`config.mk`:
```
export PLATFORM = sky130hd
export DESIGN_NAME = onebus_dp
export DESIGN_NICKNAME = d
export VERILOG_FILES = /design/src/rtl/onebus_pkg.sv /design/src/rtl/obd_bus_mux.sv /design/src/rtl/obd_alu.sv /design/src/rtl/obd_regfile.sv /design/src/rtl/obd_mem_stub.sv /design/src/rtl/onebus_dp.sv
export SDC_FILE = /design/constraint.sdc
export NUM_CORES = 2
export LEC_CHECK = 0
export BUFFER_PORTS_ARGS = -buffer_cell sky130_fd_sc_hd__buf_2
export CAP_MARGIN = 0
export CORE_MARGIN = 5
export CORE_UTILIZATION = 50
export DETAILED_ROUTE_END_ITERATION = 12
export PLACE_DENSITY = 0.7
export SYNTH_ARGS = -nofsm -noshare
export SYNTH_HDL_FRONTEND = slang
export SYNTH_HIERARCHICAL = 1
export SYNTH_SLANG_ARGS = --single-unit
```
`constraint.sdc`:
```
create_clock -name clk -period 7.87 [get_ports clk]
set_input_delay 0.787 -clock clk [delete_from_list [all_inputs] [get_ports clk]]
set_output_delay 0.787 -clock clk [all_outputs]
set_load 0.02 [all_outputs]
```
`src/rtl/onebus_pkg.sv`:
```
// Package: shared types and instruction-field positions for the single-bus datapath.
// Assumes a 32-bit instruction word with three 5-bit register fields.
package onebus_pkg;

    localparam int FIELD_W = 5;
    localparam int RS_LSB  = 21;
    localparam int RT_LSB  = 16;
    localparam int RD_LSB  = 11;

    // Bus source slots; a higher index wins when several drive at once.
    localparam int SRC_PC  = 0;
    localparam int SRC_RF  = 1;
    localparam int SRC_MDR = 2;
    localparam int SRC_Z   = 3;
    localparam int NSRC    = 4;

    typedef enum logic [1:0] {
        ALU_ADD = 2'b00,
        ALU_SUB = 2'b01,
        ALU_AND = 2'b10,
        ALU_OR  = 2'b11
    } alu_op_e;

    typedef enum logic [1:0] {
        SEL_FIRST  = 2'b00,
        SEL_SECOND = 2'b01,
        SEL_DEST   = 2'b10,
        SEL_ZERO   = 2'b11
    } reg_sel_e;

    // Extract the register index named by the select code from an instruction word.
    function automatic logic [FIELD_W-1:0] field_index(input logic [31:0] instr,
                                                        input reg_sel_e sel);
        logic [FIELD_W-1:0] idx;
        case (sel)
            SEL_FIRST:  idx = instr[RS_LSB +: FIELD_W];
            SEL_SECOND: idx = instr[RT_LSB +: FIELD_W];
            SEL_DEST:   idx = instr[RD_LSB +: FIELD_W];
            default:    idx = '0;
        endcase
        return idx;
    endfunction

endpackage

```
`src/rtl/obd_bus_mux.sv`:
```
// Module: priority selector for the shared bus.
// Picks one source per cycle; the highest slot index among the enabled
// sources wins, and an idle bus reads zero. Flags any cycle with more than
// one enable. Purely combinational.
module obd_bus_mux
    import onebus_pkg::*;
#(
    parameter int W = 32
) (
    input  logic [NSRC-1:0]        drv,
    input  logic [NSRC-1:0][W-1:0] src,
    output logic [W-1:0]           bus,
    output logic                   multi
);

    // Walk the slots upward so the last enabled one (highest priority) remains.
    always_comb begin
        bus = '0;
        for (int i = 0; i < NSRC; i++) begin
            if (drv[i]) begin
                bus = src[i];
            end
        end
    end

    // Count the enables to detect contention.
    always_comb begin
        multi = ($countones(drv) > 1);
    end

endmodule

```
`src/rtl/obd_alu.sv`:
```
// Module: two-operand ALU for the datapath.
// Left operand is the Y latch, right operand is the bus or a constant,
// chosen by the parent. Result is modulo 2^W. Combinational.
module obd_alu
    import onebus_pkg::*;
#(
    parameter int W = 32
) (
    input  alu_op_e      op,
    input  logic [W-1:0] a,
    input  logic [W-1:0] b,
    output logic [W-1:0] res
);

    // Apply the selected function.
    always_comb begin
        case (op)
            ALU_ADD: res = a + b;
            ALU_SUB: res = a - b;
            ALU_AND: res = a & b;
            default: res = a | b;
        endcase
    end

endmodule

```
`src/rtl/obd_regfile.sv`:
```
// Module: general register file, one read port and one write port.
// Entry 0 is a hard zero; all other entries reset to zero. Read is
// combinational, the write lands at the clock edge.
module obd_regfile #(
    parameter int W    = 32,
    parameter int NREG = 32,
    localparam int IDX_W = $clog2(NREG)
) (
    input  logic             clk,
    input  logic             rst_n,
    input  logic [IDX_W-1:0] rd_idx,
    output logic [W-1:0]     rd_data,
    input  logic             wr_en,
    input  logic [IDX_W-1:0] wr_idx,
    input  logic [W-1:0]     wr_data
);

    logic [W-1:0] word_q [NREG];

    assign word_q[0] = '0;

    for (genvar g = 1; g < NREG; g++) begin : g_entry
        logic [W-1:0] q;

        // Hold one register; load when this entry is the write target.
        always_ff @(posedge clk) begin
            if (!rst_n) begin
                q <= '0;
            end else if (wr_en && (wr_idx == IDX_W'(g))) begin
                q <= wr_data;
            end
        end

        assign word_q[g] = q;
    end

    // Read the addressed entry.
    always_comb begin
        rd_data = word_q[rd_idx];
    end

endmodule

```
`src/rtl/obd_mem_stub.sv`:
```
// Module: behavioural word memory with fixed read latency.
// A request restarts the countdown; completion is signalled for one cycle
// as 'fire' together with the data, LAT cycles after the request edge.
// Assumes LAT >= 1. The array is filled through the preload port only.
module obd_mem_stub #(
    parameter int W     = 32,
    parameter int WORDS = 64,
    parameter int LAT   = 5,
    localparam int IDX_W = $clog2(WORDS),
    localparam int CNT_W = $clog2(LAT + 1)
) (
    input  logic             clk,
    input  logic             rst_n,
    input  logic             rd_req,
    input  logic [IDX_W-1:0] rd_idx,
    output logic             fire,
    output logic [W-1:0]     rd_data,
    input  logic             pre_we,
    input  logic [IDX_W-1:0] pre_idx,
    input  logic [W-1:0]     pre_data
);

    logic [W-1:0]     mem [WORDS];
    logic             busy_q;
    logic [CNT_W-1:0] cnt_q;

    // Preload writes into the array.
    always_ff @(posedge clk) begin
        if (pre_we) begin
            mem[pre_idx] <= pre_data;
        end
    end

    // Track the outstanding read and count down its latency.
    always_ff @(posedge clk) begin
        if (!rst_n) begin
            busy_q <= 1'b0;
            cnt_q  <= '0;
        end else if (rd_req) begin
            busy_q <= 1'b1;
            cnt_q  <= CNT_W'(LAT);
        end else if (busy_q) begin
            cnt_q <= cnt_q - 1'b1;
            if (cnt_q == CNT_W'(1)) begin
                busy_q <= 1'b0;
            end
        end
    end

    // Completion in the last counted cycle, unless a new request preempts it.
    always_comb begin
        fire    = busy_q && (cnt_q == CNT_W'(1)) && !rd_req;
        rd_data = mem[rd_idx];
    end

endmodule

```
`src/rtl/onebus_dp.sv`:
```
// Module: single-bus processor datapath (top).
// Holds PC, MAR, MDR, IR, the Y and Z latches, a register file and a
// latency-modelled memory stub. An external controller drives every
// enable each cycle. Assumes DATA_W >= 32 so the instruction fields exist,
// and DATA_W >= MIDX_W + 2 for the word address in MAR.
module onebus_dp
    import onebus_pkg::*;
#(
    parameter int          DATA_W    = 32,
    parameter int          NREG      = 32,
    parameter int          MEM_WORDS = 64,
    parameter int          MEM_LAT   = 5,
    parameter int unsigned RESET_PC  = 0,
    localparam int RIDX_W = $clog2(NREG),
    localparam int MIDX_W = $clog2(MEM_WORDS)
) (
    input  logic              clk,
    input  logic              rst_n,
    input  logic              drv_pc,
    input  logic              drv_reg,
    input  logic              drv_mdr,
    input  logic              drv_z,
    input  logic              ld_pc,
    input  logic              ld_mar,
    input  logic              ld_ir,
    input  logic              ld_y,
    input  logic              ld_z,
    input  logic              wr_reg,
    input  logic [1:0]        reg_sel,
    input  logic [1:0]        alu_op,
    input  logic              use_const4,
    input  logic              mem_rd,
    input  logic              pre_we,
    input  logic [MIDX_W-1:0] pre_idx,
    input  logic [DATA_W-1:0] pre_data,
    output logic [DATA_W-1:0] bus_q,
    output logic [DATA_W-1:0] pc_q,
    output logic [DATA_W-1:0] mar_q,
    output logic [DATA_W-1:0] mdr_q,
    output logic [DATA_W-1:0] ir_q,
    output logic [DATA_W-1:0] y_q,
    output logic [DATA_W-1:0] z_q,
    output logic              mfc,
    output logic              bus_err
);

    localparam logic [DATA_W-1:0] CONST_STEP = DATA_W'(4);

    logic [NSRC-1:0]             drv_vec;
    logic [NSRC-1:0][DATA_W-1:0] src_vec;
    logic [RIDX_W-1:0]           rf_idx;
    logic [DATA_W-1:0]           rf_rdata;
    logic [DATA_W-1:0]           alu_b;
    logic [DATA_W-1:0]           alu_res;
    logic                        mem_fire;
    logic [DATA_W-1:0]           mem_rdata;
    logic [MIDX_W-1:0]           mar_word;

    // Gather the bus enables and source values into slot order.
    always_comb begin
        drv_vec          = '0;
        drv_vec[SRC_PC]  = drv_pc;
        drv_vec[SRC_RF]  = drv_reg;
        drv_vec[SRC_MDR] = drv_mdr;
        drv_vec[SRC_Z]   = drv_z;
        src_vec          = '0;
        src_vec[SRC_PC]  = pc_q;
        src_vec[SRC_RF]  = rf_rdata;
        src_vec[SRC_MDR] = mdr_q;
        src_vec[SRC_Z]   = z_q;
    end

    obd_bus_mux #(
        .W (DATA_W)
    ) u_bus (
        .drv   (drv_vec),
        .src   (src_vec),
        .bus   (bus_q),
        .multi (bus_err)
    );

    // Derive the register index from the IR field named by the select code.
    always_comb begin
        rf_idx = RIDX_W'(field_index(ir_q[31:0], reg_sel_e'(reg_sel)));
    end

    obd_regfile #(
        .W    (DATA_W),
        .NREG (NREG)
    ) u_rf (
        .clk     (clk),
        .rst_n   (rst_n),
        .rd_idx  (rf_idx),
        .rd_data (rf_rdata),
        .wr_en   (wr_reg),
        .wr_idx  (rf_idx),
        .wr_data (bus_q)
    );

    // Choose the ALU right operand: bus or the fixed step.
    always_comb begin
        alu_b = use_const4 ? CONST_STEP : bus_q;
    end

    obd_alu #(
        .W (DATA_W)
    ) u_alu (
        .op  (alu_op_e'(alu_op)),
        .a   (y_q),
        .b   (alu_b),
        .res (alu_res)
    );

    // Word address seen by memory.
    always_comb begin
        mar_word = mar_q[MIDX_W+1:2];
    end

    obd_mem_stub #(
        .W     (DATA_W),
        .WORDS (MEM_WORDS),
        .LAT   (MEM_LAT)
    ) u_mem (
        .clk      (clk),
        .rst_n    (rst_n),
        .rd_req   (mem_rd),
        .rd_idx   (mar_word),
        .fire     (mem_fire),
        .rd_data  (mem_rdata),
        .pre_we   (pre_we),
        .pre_idx  (pre_idx),
        .pre_data (pre_data)
    );

    // Program counter: loads from the bus on request.
    always_ff @(posedge clk) begin
        if (!rst_n) begin
            pc_q <= DATA_W'(RESET_PC);
        end else if (ld_pc) begin
            pc_q <= bus_q;
        end
    end

    // Address, instruction and operand registers: each loads from the bus.
    always_ff @(posedge clk) begin
        if (!rst_n) begin
            mar_q <= '0;
            ir_q  <= '0;
            y_q   <= '0;
        end else begin
            if (ld_mar) begin
                mar_q <= bus_q;
            end
            if (ld_ir) begin
                ir_q <= bus_q;
            end
            if (ld_y) begin
                y_q <= bus_q;
            end
        end
    end

    // Result latch: captures the ALU output.
    always_ff @(posedge clk) begin
        if (!rst_n) begin
            z_q <= '0;
        end else if (ld_z) begin
            z_q <= alu_res;
        end
    end

    // Memory data register and completion flag.
    always_ff @(posedge clk) begin
        if (!rst_n) begin
            mdr_q <= '0;
            mfc   <= 1'b0;
        end else begin
            if (mem_fire) begin
                mdr_q <= mem_rdata;
            end
            if (mem_rd) begin
                mfc <= 1'b0;
            end else if (mem_fire) begin
                mfc <= 1'b1;
            end
        end
    end

endmodule

```
==> out/qor.yml <==
outcome:
  status: "completed"
synth:
  synth_top_area_cell: "edfxtp_1"
  synthTopCellsByCount: "2213 x nand2_1, 2048 x edfxtp_1, 1189 x dfxtp_1"
  ys_types: 88
  syn_nets: 10300
  syn_avg_cell_area_sq_um: 13.3
  yosysMostFrequentCell: "nand2_1"
  synth-seq-cells: 3237
  yosys_warnings: 6
  synth_edf_count: 2048
  synth_top_area_share_pct: 45.4
  syn-instance-count: 10200
  syn_area_sq_um: 135000
  synth.area.top_cells: "edfxtp_1 45%, dfxtp_1 18%, mux4_2 8.9%, nand2_1 6.1%, mux2i_1 4.5%"
  async_flop_share_pct: 0
  ys.flop_type: "edfxtp_1"
  synth_seq_area_share_pct: 63.0
worst_hold_path:
  min_path_type: "primary input to flop"
global_routing:
  grt_max_degree: 277
  grt_pass1_vias: 87100
  grt_use_total_pct: 29.2
  antenna_found_initial: 41
  grt_pass1_wl_microns: 605000
  overflow: 0
floorplan:
  die-area_sq_um: 281000
  core_sq_um: 270000
  ios: 283
  dieWidth_microns: 530
  die_h_microns: 530
  rows: 191
  start_util_pct: 50.1
timing:
  slew_headroom_pct: 12.8
  period_minus_slack_ns: 7.39
  slew_violations: 0
  setup_tns_ns: 0
  tightestPinTransition_ns: 1.31
  clock.fmax_mhz: 135
  fin_skew_ns: 0.0680
  rsz0062_at_grt: "no"
  setup_viol: 0
  fin_crit_sh_pct: 93.8
  hold_violations: 0
worst_setup_path:
  crit_arrival_ns: 8.20
  critical_path.max_stage_delay_ns: 0.58
  crit_type: "flop to flop"
  end_kind: "flop"
  cp_max_fo: 33
  worstSetupStartpointType: "flop"
  cpMaxStageDelayCell: "o2bb2ai_4"
  cp.required_ns: 8.69
placed_design:
  dp_cells: 13600
  dp_hpwl_microns: 249000
  portBuffers: 282
  gp_congestion: 0.918
cts:
  post_cts_buffers: 0
  clkLatencyLatePin_ns: 0.95
  htree_levels: 5
  cts_tree: "built"
  clockBufferDepth: 4
  postCtsHoldBufs: 0
  cts_resized: 0
  cts_sinks: 3237
  path_clk_slew_ns: 0.07
  cts-root-buf: "clkbuf_16"
  cts_buffers: 330
route:
  drtIter0Drc: 11300
  wire_per_inst_microns: 29.4
  drcViolationCount: 0
  via_per_inst: 6.22
  vias: 88500
  drt-pass1-iter-count: 8
  ant_nets: 0
  routed_wl_microns: 419000
power:
  total_power_mw: 37.0
  power.leakage_nw: 48.1
  p_per_area_nw_per_um2: 243
  ir_drop_mv: 0.208
finish:
  drive_gt1_share_pct: 18.0
  finalNonFillerCells: 14200
  fill_cells: 21000
  area_growth_pct: 12.4
  layout.nets: 10500
run:
  max_cap_violations: 0
## logic make-up (layout without fill, tap and decap cells)
group,count (synthesis),count (layout),share of synthesized area [%]
flip-flops,3237,3237,63.0
AND/OR/NAND/NOR,3065,3065,9.84
AO/OA/AOI/OAI,1735,1735,9.32
multiplexers,1189,1189,13.8
buffers and inverters,835,1286,3.16
adder cells (fa/ha/maj),66,66,0.569
XOR/XNOR,53,53,0.348
other,0,39,0
## power breakdown
group / total, mW / leakage, nW / internal (mW) / switching (mW)
combinational: 3.20 / 14.9 / 1.04 / 2.15
sequential: 18.3 / 28.0 / 18.2 / 0.138
clock: 15.5 / 5.20 / 8.83 / 6.70
## metrics by stage
| stage | utilization (%) | cell area (sq um) | setup slack, ns | hold slack, ns |
|---|---|---|---|---|
| after floorplan | - | 135000 | 0.983 | 0.432 |
| after global placement | 52.3 | 141000 | 0.121 | 0.437 |
| after detailed placement | 52.3 | 141000 | 0.0979 | 0.444 |
| after CTS | 56.3 | 152000 | 0.662 | 0.0520 |
| after global routing | 56.3 | 152000 | 0.212 | 0.0984 |
| final | 56.3 | 152000 | 0.485 | 0.112 |
## cell usage in the layout, fill, tap and decap left out, types with 219 or more instances in the layout
cell type,synthesis,layout
clkbuf_16,0,334
nand2_1,2213,2202
edfxtp_1,2048,2048
buf_2,266,281
mux4_2,535,535
a22oi_1,219,219
dfxtp_1,1189,1184
a21boi_0,714,714
nor2b_1,282,275
buf_4,59,356
a21boi_1,281,281
mux2i_1,612,612
## flip-flops by register name (all words and copies together) (netlist names)
register        flops
mdr_q              32
y_q                32
mfc                 1
u_mem/mem        2048
u_mem/cnt_q         3
z_q                32
u_mem/busy_q        1
ir_q               32
pc_q               32
mar_q              32
u_rf/g_entry.q    992
## critical path: cells and delay by family, from the launching register on
family                     cells  cell delay [ns]
AOI/OAI and AO/OA              8             2.14
xor gates and xnor gates       1             0.15
and+or+nand+nor               12             2.31
adders and majority gates      1             0.31
DFF                            1             0.41
buffers and inverters          5             1.26
muxes                          3             0.57
## final timing paths
| check | startpoint | to | slack, ns | cells past startpoint |
|---|---|---|---|---|
| min | mem_rd | u_mem/cnt_q[1]$_SDFFE_PP0P_ | 0.11 | 2 |
| max | ir_q[22]$_SDFFE_PN0P_ | z_q[30]$_SDFFE_PN0P_ | 0.48 | 30 |
| max reg2reg | ir_q[22]$_SDFFE_PN0P_ | z_q[30]$_SDFFE_PN0P_ | 0.48 | 30 |
| min reg2reg | u_rf/g_entry[6].q[27]$_SDFFE_PN0P_ | u_rf/g_entry[6].q[27]$_SDFFE_PN0P_ | 0.45 | 2 |
## layout make-up
type                    instances  area, sq um  area share (%)
multi-input cells            6108        46900            30.8
clock inverters               163         1650            1.09
clock buffers                 433         8960            5.89
flip-flops and latches       3237        85300            56.1
repair buffers                668         4690            3.08
well taps                    3570         4470            2.94
diodes                         39         97.6          0.0641
inverters                      22         82.6          0.0543
## per-layer routing
| metal | vias to the layer above | wire (microns) | GRT usage, % |
|---|---|---|---|
| met4 | 16 | 26900 | 16.4 |
| li1 | 37900 | - | - |
| met1 | 44600 | 154000 | 37.6 |
| met3 | 972 | 44600 | 6.45 |
| met2 | 5049 | 193000 | 45.9 |
| met5 | - | 115 | 0 |
Note: power is estimated with default switching activity, not from simulation.
